[src/rtl/ptc_pkg.sv]
package ptc_pkg;

    typedef enum logic {
        QK_PERIODIC = 1'b0,
        QK_ASYNC    = 1'b1
    } queue_kind_e;

    typedef enum logic [1:0] {
        ACT_IDLE  = 2'd0,
        ACT_GRANT = 2'd1,
        ACT_HORIZ = 2'd2
    } dispatch_act_e;

endpackage

[src/rtl/ptc_load_decode.sv]
module ptc_load_decode #(
    parameter int MULT_W = 2,
    localparam int CNT_W = MULT_W + 1
) (
    input  logic [MULT_W-1:0] mult_i,
    output logic [CNT_W-1:0]  load_o
);
    localparam logic [CNT_W-1:0] ZERO_SUB = CNT_W'(1) << MULT_W;

    always_comb begin
        if (mult_i == '0) begin
            load_o = ZERO_SUB;
        end else begin
            load_o = {1'b0, mult_i};
        end
    end
endmodule

[src/rtl/ptc_counter.sv]
module ptc_counter
    import ptc_pkg::*;
#(
    parameter int MULT_W = 2,
    localparam int CNT_W = MULT_W + 1
) (
    input  logic             clk,
    input  logic             rst_n,
    input  logic             fetch_i,
    input  logic [CNT_W-1:0] load_i,
    input  logic             periodic_i,
    input  logic             done_i,
    output logic [CNT_W-1:0] cnt_o,
    output queue_kind_e      kind_o,
    output logic             exhausted_o
);
    typedef struct packed {
        logic [CNT_W-1:0] cnt;
        queue_kind_e      kind;
    } cnt_state_t;

    cnt_state_t st_d, st_q;

    always_comb begin
        st_d = st_q;
        if (fetch_i) begin
            st_d.cnt  = load_i;
            st_d.kind = periodic_i ? QK_PERIODIC : QK_ASYNC;
        end else if (done_i && st_q.kind == QK_PERIODIC && st_q.cnt != '0) begin
            st_d.cnt = st_q.cnt - CNT_W'(1);
        end
    end

    always_ff @(posedge clk) begin
        if (!rst_n) begin
            st_q.cnt  <= '0;
            st_q.kind <= QK_PERIODIC;
        end else begin
            st_q <= st_d;
        end
    end

    assign cnt_o       = st_q.cnt;
    assign kind_o      = st_q.kind;
    assign exhausted_o = (st_q.cnt == '0);
endmodule

[src/rtl/ptc_dispatch.sv]
module ptc_dispatch
    import ptc_pkg::*;
(
    input  logic        clk,
    input  logic        rst_n,
    input  logic        fetch_i,
    input  logic        exec_req_i,
    input  queue_kind_e kind_i,
    input  logic        exhausted_i,
    output logic        grant_o,
    output logic        horiz_o,
    output logic        fill_o
);
    typedef struct packed {
        dispatch_act_e act;
        logic          fill;
    } disp_state_t;

    disp_state_t st_d, st_q;

    always_comb begin
        st_d.act  = ACT_IDLE;
        st_d.fill = 1'b0;
        if (exec_req_i && !fetch_i) begin
            if (kind_i == QK_ASYNC) begin
                st_d.act  = ACT_GRANT;
                st_d.fill = 1'b1;
            end else if (exhausted_i) begin
                st_d.act = ACT_HORIZ;
            end else begin
                st_d.act = ACT_GRANT;
            end
        end
    end

    always_ff @(posedge clk) begin
        if (!rst_n) begin
            st_q.act  <= ACT_IDLE;
            st_q.fill <= 1'b0;
        end else begin
            st_q <= st_d;
        end
    end

    assign grant_o = (st_q.act == ACT_GRANT);
    assign horiz_o = (st_q.act == ACT_HORIZ);
    assign fill_o  = st_q.fill;
endmodule

[src/rtl/periodic_txn_ctr.sv]
module periodic_txn_ctr
    import ptc_pkg::*;
#(
    parameter int MULT_W = 2
) (
    input  logic              clk,
    input  logic              rst_n,
    input  logic              fetch_i,
    input  logic [MULT_W-1:0] mult_i,
    input  logic              periodic_i,
    input  logic              exec_req_i,
    input  logic              done_i,
    output logic              exec_grant_o,
    output logic              go_horiz_o,
    output logic              fill_o
);
    localparam int CNT_W = MULT_W + 1;

    logic [CNT_W-1:0] load_val;
    logic [CNT_W-1:0] cnt_q;
    queue_kind_e      kind_q;
    logic             exhausted;

    ptc_load_decode #(.MULT_W(MULT_W)) dec_i (
        .mult_i (mult_i),
        .load_o (load_val)
    );

    ptc_counter #(.MULT_W(MULT_W)) cnt_i (
        .clk         (clk),
        .rst_n       (rst_n),
        .fetch_i     (fetch_i),
        .load_i      (load_val),
        .periodic_i  (periodic_i),
        .done_i      (done_i),
        .cnt_o       (cnt_q),
        .kind_o      (kind_q),
        .exhausted_o (exhausted)
    );

    ptc_dispatch disp_i (
        .clk         (clk),
        .rst_n       (rst_n),
        .fetch_i     (fetch_i),
        .exec_req_i  (exec_req_i),
        .kind_i      (kind_q),
        .exhausted_i (exhausted),
        .grant_o     (exec_grant_o),
        .horiz_o     (go_horiz_o),
        .fill_o      (fill_o)
    );
endmodule

[config.mk]
export PLATFORM = sky130hd
export DESIGN_NAME = periodic_txn_ctr
export DESIGN_NICKNAME = d
export VERILOG_FILES = /design/src/rtl/ptc_pkg.sv /design/src/rtl/ptc_load_decode.sv /design/src/rtl/ptc_counter.sv /design/src/rtl/ptc_dispatch.sv /design/src/rtl/periodic_txn_ctr.sv
export SDC_FILE = /design/constraint.sdc
export NUM_CORES = 1
export LEC_CHECK = 0
export BUFFER_PORTS_ARGS = -buffer_cell sky130_fd_sc_hd__clkbuf_2
export CORE_AREA = 3 3 40 42
export DETAILED_ROUTE_END_ITERATION = 6
export DIE_AREA = 0 0 43 45
export GPL_ROUTABILITY_DRIVEN = 1
export PLACE_DENSITY = 0.55
export SETUP_SLACK_MARGIN = 0.3
export SLEW_MARGIN = 20
export SYNTH_ARGS = -nofsm -noshare
export SYNTH_HDL_FRONTEND = slang
export SYNTH_SLANG_ARGS = --single-unit
export TNS_END_PERCENT = 5
[constraint.sdc]
create_clock -name clk -period 1.3 [get_ports clk]
set_input_delay 0.065 -clock clk [delete_from_list [all_inputs] [get_ports clk]]
set_output_delay 0.065 -clock clk [all_outputs]
set_load 0.03 [all_outputs]
== Word-level counts from Yosys, hierarchy flattened ==
Index checks and enable logic that the tools add are counted.
Widths: inputs -> output; s select.

* Equal/unequal tests: 2
* Bitwise logic cells: 3
* Multiplexer cells: 7
* Add/subtract/negate cells: 1
* Reduce and logical (&&, ||, !) cells: 10

{| class="wikitable"
|+ Operators by type and width
! operator !! count
|-
| $mux 3 || 3
|-
| $logic_and 1x1->1 || 3
|-
| $logic_not 3->1 || 1
|-
| $mux 1 || 3
|-
| $not 1->1 || 3
|-
| $reduce_bool 3->1 || 1
|-
| $reduce_or 3->1 || 1
|-
| $sub 3x1->3 const B || 1
|-
| $eq 2x1->1 const B || 1
|-
| $eq 2x2->1 const B || 1
|-
| $logic_not 2->1 || 1
|-
| $mux 2 || 1
|-
| $reduce_and 2->1 || 1
|-
| $reduce_bool 2->1 || 1
|-
| $logic_not 1->1 || 1
|}

* Output and inout port bits: 3
* Register bits: 7
* Word-level logic and storage cells: 28
* Bits of input ports: 8

== Longest topological paths before layout ==
* Word-level depth: 5
* Mapped depth: 5

== Cells and area by module ==
A second synthesis with hierarchy kept.

* Cell total of the unflattened synthesis: 42
* Area, all modules: 380.4 um2

{| class="wikitable"
|+ Modules (own cells, without submodules)
! module !! area each (um2) !! sequential area each (um2) !! times used !! cells each
|-
| ptc_counter || 251.5 || 80.1 || 1 || 29
|-
| ptc_dispatch || 117.6 || 60.1 || 1 || 10
|-
| ptc_load_decode || 11.3 || 0.0 || 1 || 3
|}

== Worst setup path before layout ==
No wires, ideal clock.

* Path kind: register -> register
* Start: register cnt_i.st_q (netlist bit cnt_i.cnt_o[0])
* End: register cnt_i.st_q (netlist bit cnt_i.cnt_o[2])
* Cell stages (with the launch flop): 6
* Data arrival time: 1.151 ns
* Path slack: 0.089 ns
* Setup time: 0.060 ns
* Required time: 1.240 ns
* Cells stage by stage: dfxtp_1 > inv_1 > ha_1 > and4b_1 > o32ai_1 > o311a_1

* Word-level cells in the longest chain between the ends: 3

{| class="wikitable"
|+ RTL lines
! item !! line !! source
|-
| start: declaration || ptc_counter.sv:22 || <nowiki>cnt_state_t st_d, st_q;</nowiki>
|-
| start signal: assignment || ptc_counter.sv:39 || <nowiki>st_q <= st_d;</nowiki>
|-
| $sub 3x1->3 or $reduce_bool 3->1 (tied branches) || ptc_counter.sv:30, ptc_counter.sv:29 ||
|-
| $mux 3 or $logic_and 1x1->1 (tied branches) || ptc_counter.sv:29 || <nowiki>end else if (done_i && st_q.kind == QK_PERIODIC && st_q.cnt != '0) begin</nowiki>
|-
| $mux 3 or $reduce_bool 2->1 (tied branches) || - ||
|}

Several ways; a longest one is shown, not always the timed one. The select of a mux whose other input is x is not followed.
A chain may end at the register's enable or synchronous reset.

== Worst setup path after layout ==
Same ends and word-level chain as after synthesis.

==> results.md <==
* WP buf/inv at 1
* Slew margin rel. at 0.8420
* Placed Cells at 64
* CP required at 1.50 ns
* Antenna Nets Post-Route at 0
* Pin count of the biggest net entering global routing at 12
* CTS Sinks at 7
* Critical path's top delay family: compound AO/OA/AOI/OAI gates
* Count of cell types in the netlist at 19
* Initial core utilization at 0.2765
* Deepest clock path buffer count at 2
* TNS Setup at 0 ns
* Outcome: finished clean
* Fin nets at 65
* Non-Filler Instances at 69
* Clock period minus worst slack at 1.152 ns
* DRC at 0
* Final Hold Viols at 0
* Worst skew pair latency at 0.25 ns
* Sequential area share after synthesis at 0.3944
* Die area at 1935 um^2
* Mapped Nets at 50
* Highest net fanout along the worst path at 3
* Synth Register Bits at 7
* Vias in the first global route at 271
* P&R area growth vs syn at 28.87%
* CP Depth at 5
* Routability cong. at 0.6740
* Max VDD drop at 0.5966 mV
* Final period utilization at 0.8859
* Mapped Cells at 40
* # port buffers at 10
* Gr usage total at 0.08250
* First-pass DRT Iterations at 2
* Total CTS buffers at 3
* Critical path class: reg -> reg
* Max cap viols at 0
* Met2 wire len at 352 um
* WHS Path Cells at 3
* Clock Power Share at 0.366
* First-pass GRT wire length at 1.145 mm
* Synth Cell Area at 355.3 um^2
* Via density at 4.623
* Clk_skew at 0.004583 ns
* R2r worst-path depth at 5
* Highest metal used: met3
* Clock transition at path regs at 0.05 ns
* Initial antenna violation count at 0
* Synth Warn # at 0
* Power per cell area at 1169 nW/um^2
* Routed len/inst at 10.39 um
* Fraction of layout cells with a size suffix above 1 at 0.3704
* HP Class: in -> reg
* Max Transition Viols Final at 0
* CP Launch Type: register
* Final HPWL DP at 548 um
* Mapped Avg Cell Area at 8.884 um^2
* CP endpoint kind: register
* # setup viols final at 0
* Logic pwr share at 0.187
* Total number of vias at 319
* I/O pin count at 11
* Routed wl met3 at 50 um
* Die Y at 45 um
* Grt total ovfl at 0
* Worst-Margin Slew at 0.2365 ns
* Core area at 1285 um^2
* Total wire length at 717 um
* M1 WL at 315 um
* Die span in x at 43 um
* Switch Pwr at 141.5 uW
* Depth of the CTS H-tree at 1
* CP Data Arrival Time at 1.35 ns
* TritonCTS clock tree: yes
* Row count at 13
* Initial drt markers at 4
* Root Buffer Master: clkbuf_4
* CP max stage cell: dfxtp_2
* Int Power at 393.7 uW
* Seq pwr share at 0.447
* Antenna fix cells at 0
* Pleak at 0.2118 nW
* Crit-path max cell delay at 0.33 ns
* # hold bufs at CTS at 0
* Switching share of power at 0.2644
* Worst-path cell chain: inv_2 -> ha_2 -> and4b_1 -> o32ai_2 -> o311a_1
* Fmax at 0.8683 GHz
* RSZ-0062 raised after global routing: true
* Tot Pwr at 535.2 uW
## stage by stage
stage | hold WS (ns) | instance area [um^2] | setup slack, ns | utilization
after floorplan | 0.1838 | 360.3 | 0.1958 | -
after global placement | 0.3322 | 416.7 | 0.1544 | 0.3242
after detailed placement | 0.3390 | 416.7 | 0.1263 | 0.3242
after CTS | 0.07934 | 457.9 | 0.1423 | 0.3564
after global routing | 0.09606 | 457.9 | 0.1043 | 0.3564
final | 0.08225 | 457.9 | 0.1484 | 0.3564
## area by class of cell
cell class | count | area, um^2
fill | 137 | 827.0
multi-input combinational | 29 | 201.4
sequential | 7 | 142.6
timing repair buffer | 11 | 57.56
clock buffer | 4 | 26.28
tap | 15 | 18.77
inverter | 3 | 11.26
## state kept, by name, summed over array words and instances, names as in the netlist
name and flops:
disp_i.fill_o 1, cnt_i.kind_o 1, cnt_i.cnt_o 3, disp_i.st_q 2
## cells by family after synthesis
| kind of cell | after synthesis | share of synthesized area |
|---|---|---|
| DFF | 7 | 0.3944 |
| adders and majority gates | 2 | 0.07041 |
| buffers and inverters | 4 | 0.06689 |
| and+or+nand+nor | 21 | 0.3239 |
| AOI/OAI and AO/OA | 6 | 0.1444 |
## routing by layer
| metal | track usage | vias up |
|---|---|---|
| met5 | 0 | - |
| met3 | 0.06375 | 0 |
| li1 | - | 168 |
| met1 | 0.09662 | 143 |
| met2 | 0.1198 | 8 |
| met4 | 0.01807 | 0 |
## power groups by stage
stage	sequential, mW	clock, mW	combinational [mW]
2_1_floorplan	0.242	0	0.0641
3_3_place_gp	0.243	0	0.0903
3_5_place_dp	0.244	0	0.0890
4_1_cts	0.239	0.206	0.101
5_1_grt	0.241	0.216	0.112
6_report	0.239	0.196	0.100
## synthesized netlist by cell type, drive strengths merged
cell type | count | area share
nand4 | 1 | 0.018
inv | 3 | 0.032
and2 | 1 | 0.018
nand2 | 2 | 0.021
ha | 2 | 0.070
nor2 | 6 | 0.063
o32ai | 1 | 0.025
nor3 | 1 | 0.014
dfxtp | 7 | 0.39
nor2b | 4 | 0.070
o211a | 1 | 0.028
a211oi | 2 | 0.042
o211ai | 1 | 0.021
nand3b | 2 | 0.042
and4b | 1 | 0.028
o311a | 1 | 0.028
dlymetal6s2s | 1 | 0.035
nand3 | 1 | 0.014
nand2b | 2 | 0.035
## placed cells by master, fill, tap and decap left out, drive strengths merged
| master | n |
|---|---|
| clkbuf | 14 |
| dfxtp | 7 |
| nor2 | 6 |
| nor2b | 4 |
| inv | 3 |
| nand2 | 2 |
| nand2b | 2 |
| nand3b | 2 |
| a211oi | 2 |
| ha | 2 |
| o211a | 1 |
| and4b | 1 |
| o32ai | 1 |
| o311a | 1 |
| and2 | 1 |
| nand4 | 1 |
| nand3 | 1 |
| o211ai | 1 |
| nor3 | 1 |
| buf | 1 |
## worst reg2reg max path: stages, from the launching register on
cell,delay (ns)
dfxtp_2,0.33
inv_2,0.05
ha_2,0.16
and4b_1,0.17
o32ai_2,0.19
o311a_1,0.19
## path summary, 6_finish.rpt
kind	to	startpoint	slack (ns)
setup / recovery	cnt_i.cnt_o[2]	cnt_i.cnt_o[0]	0.15
setup reg to reg	cnt_i.cnt_o[2]	cnt_i.cnt_o[0]	0.15
hold / removal	cnt_i.kind_o	periodic_i	0.08
hold reg to reg	disp_i.fill_o	cnt_i.kind_o	0.49
## repair_timing
item                                    4_1_cts  5_1_grt
resized for setup                             1        0
setup buffers                                 1        0
pin swaps                                     1        1
endpoints found under the setup margin        3        6
Power figures use the tool's default switching activity.
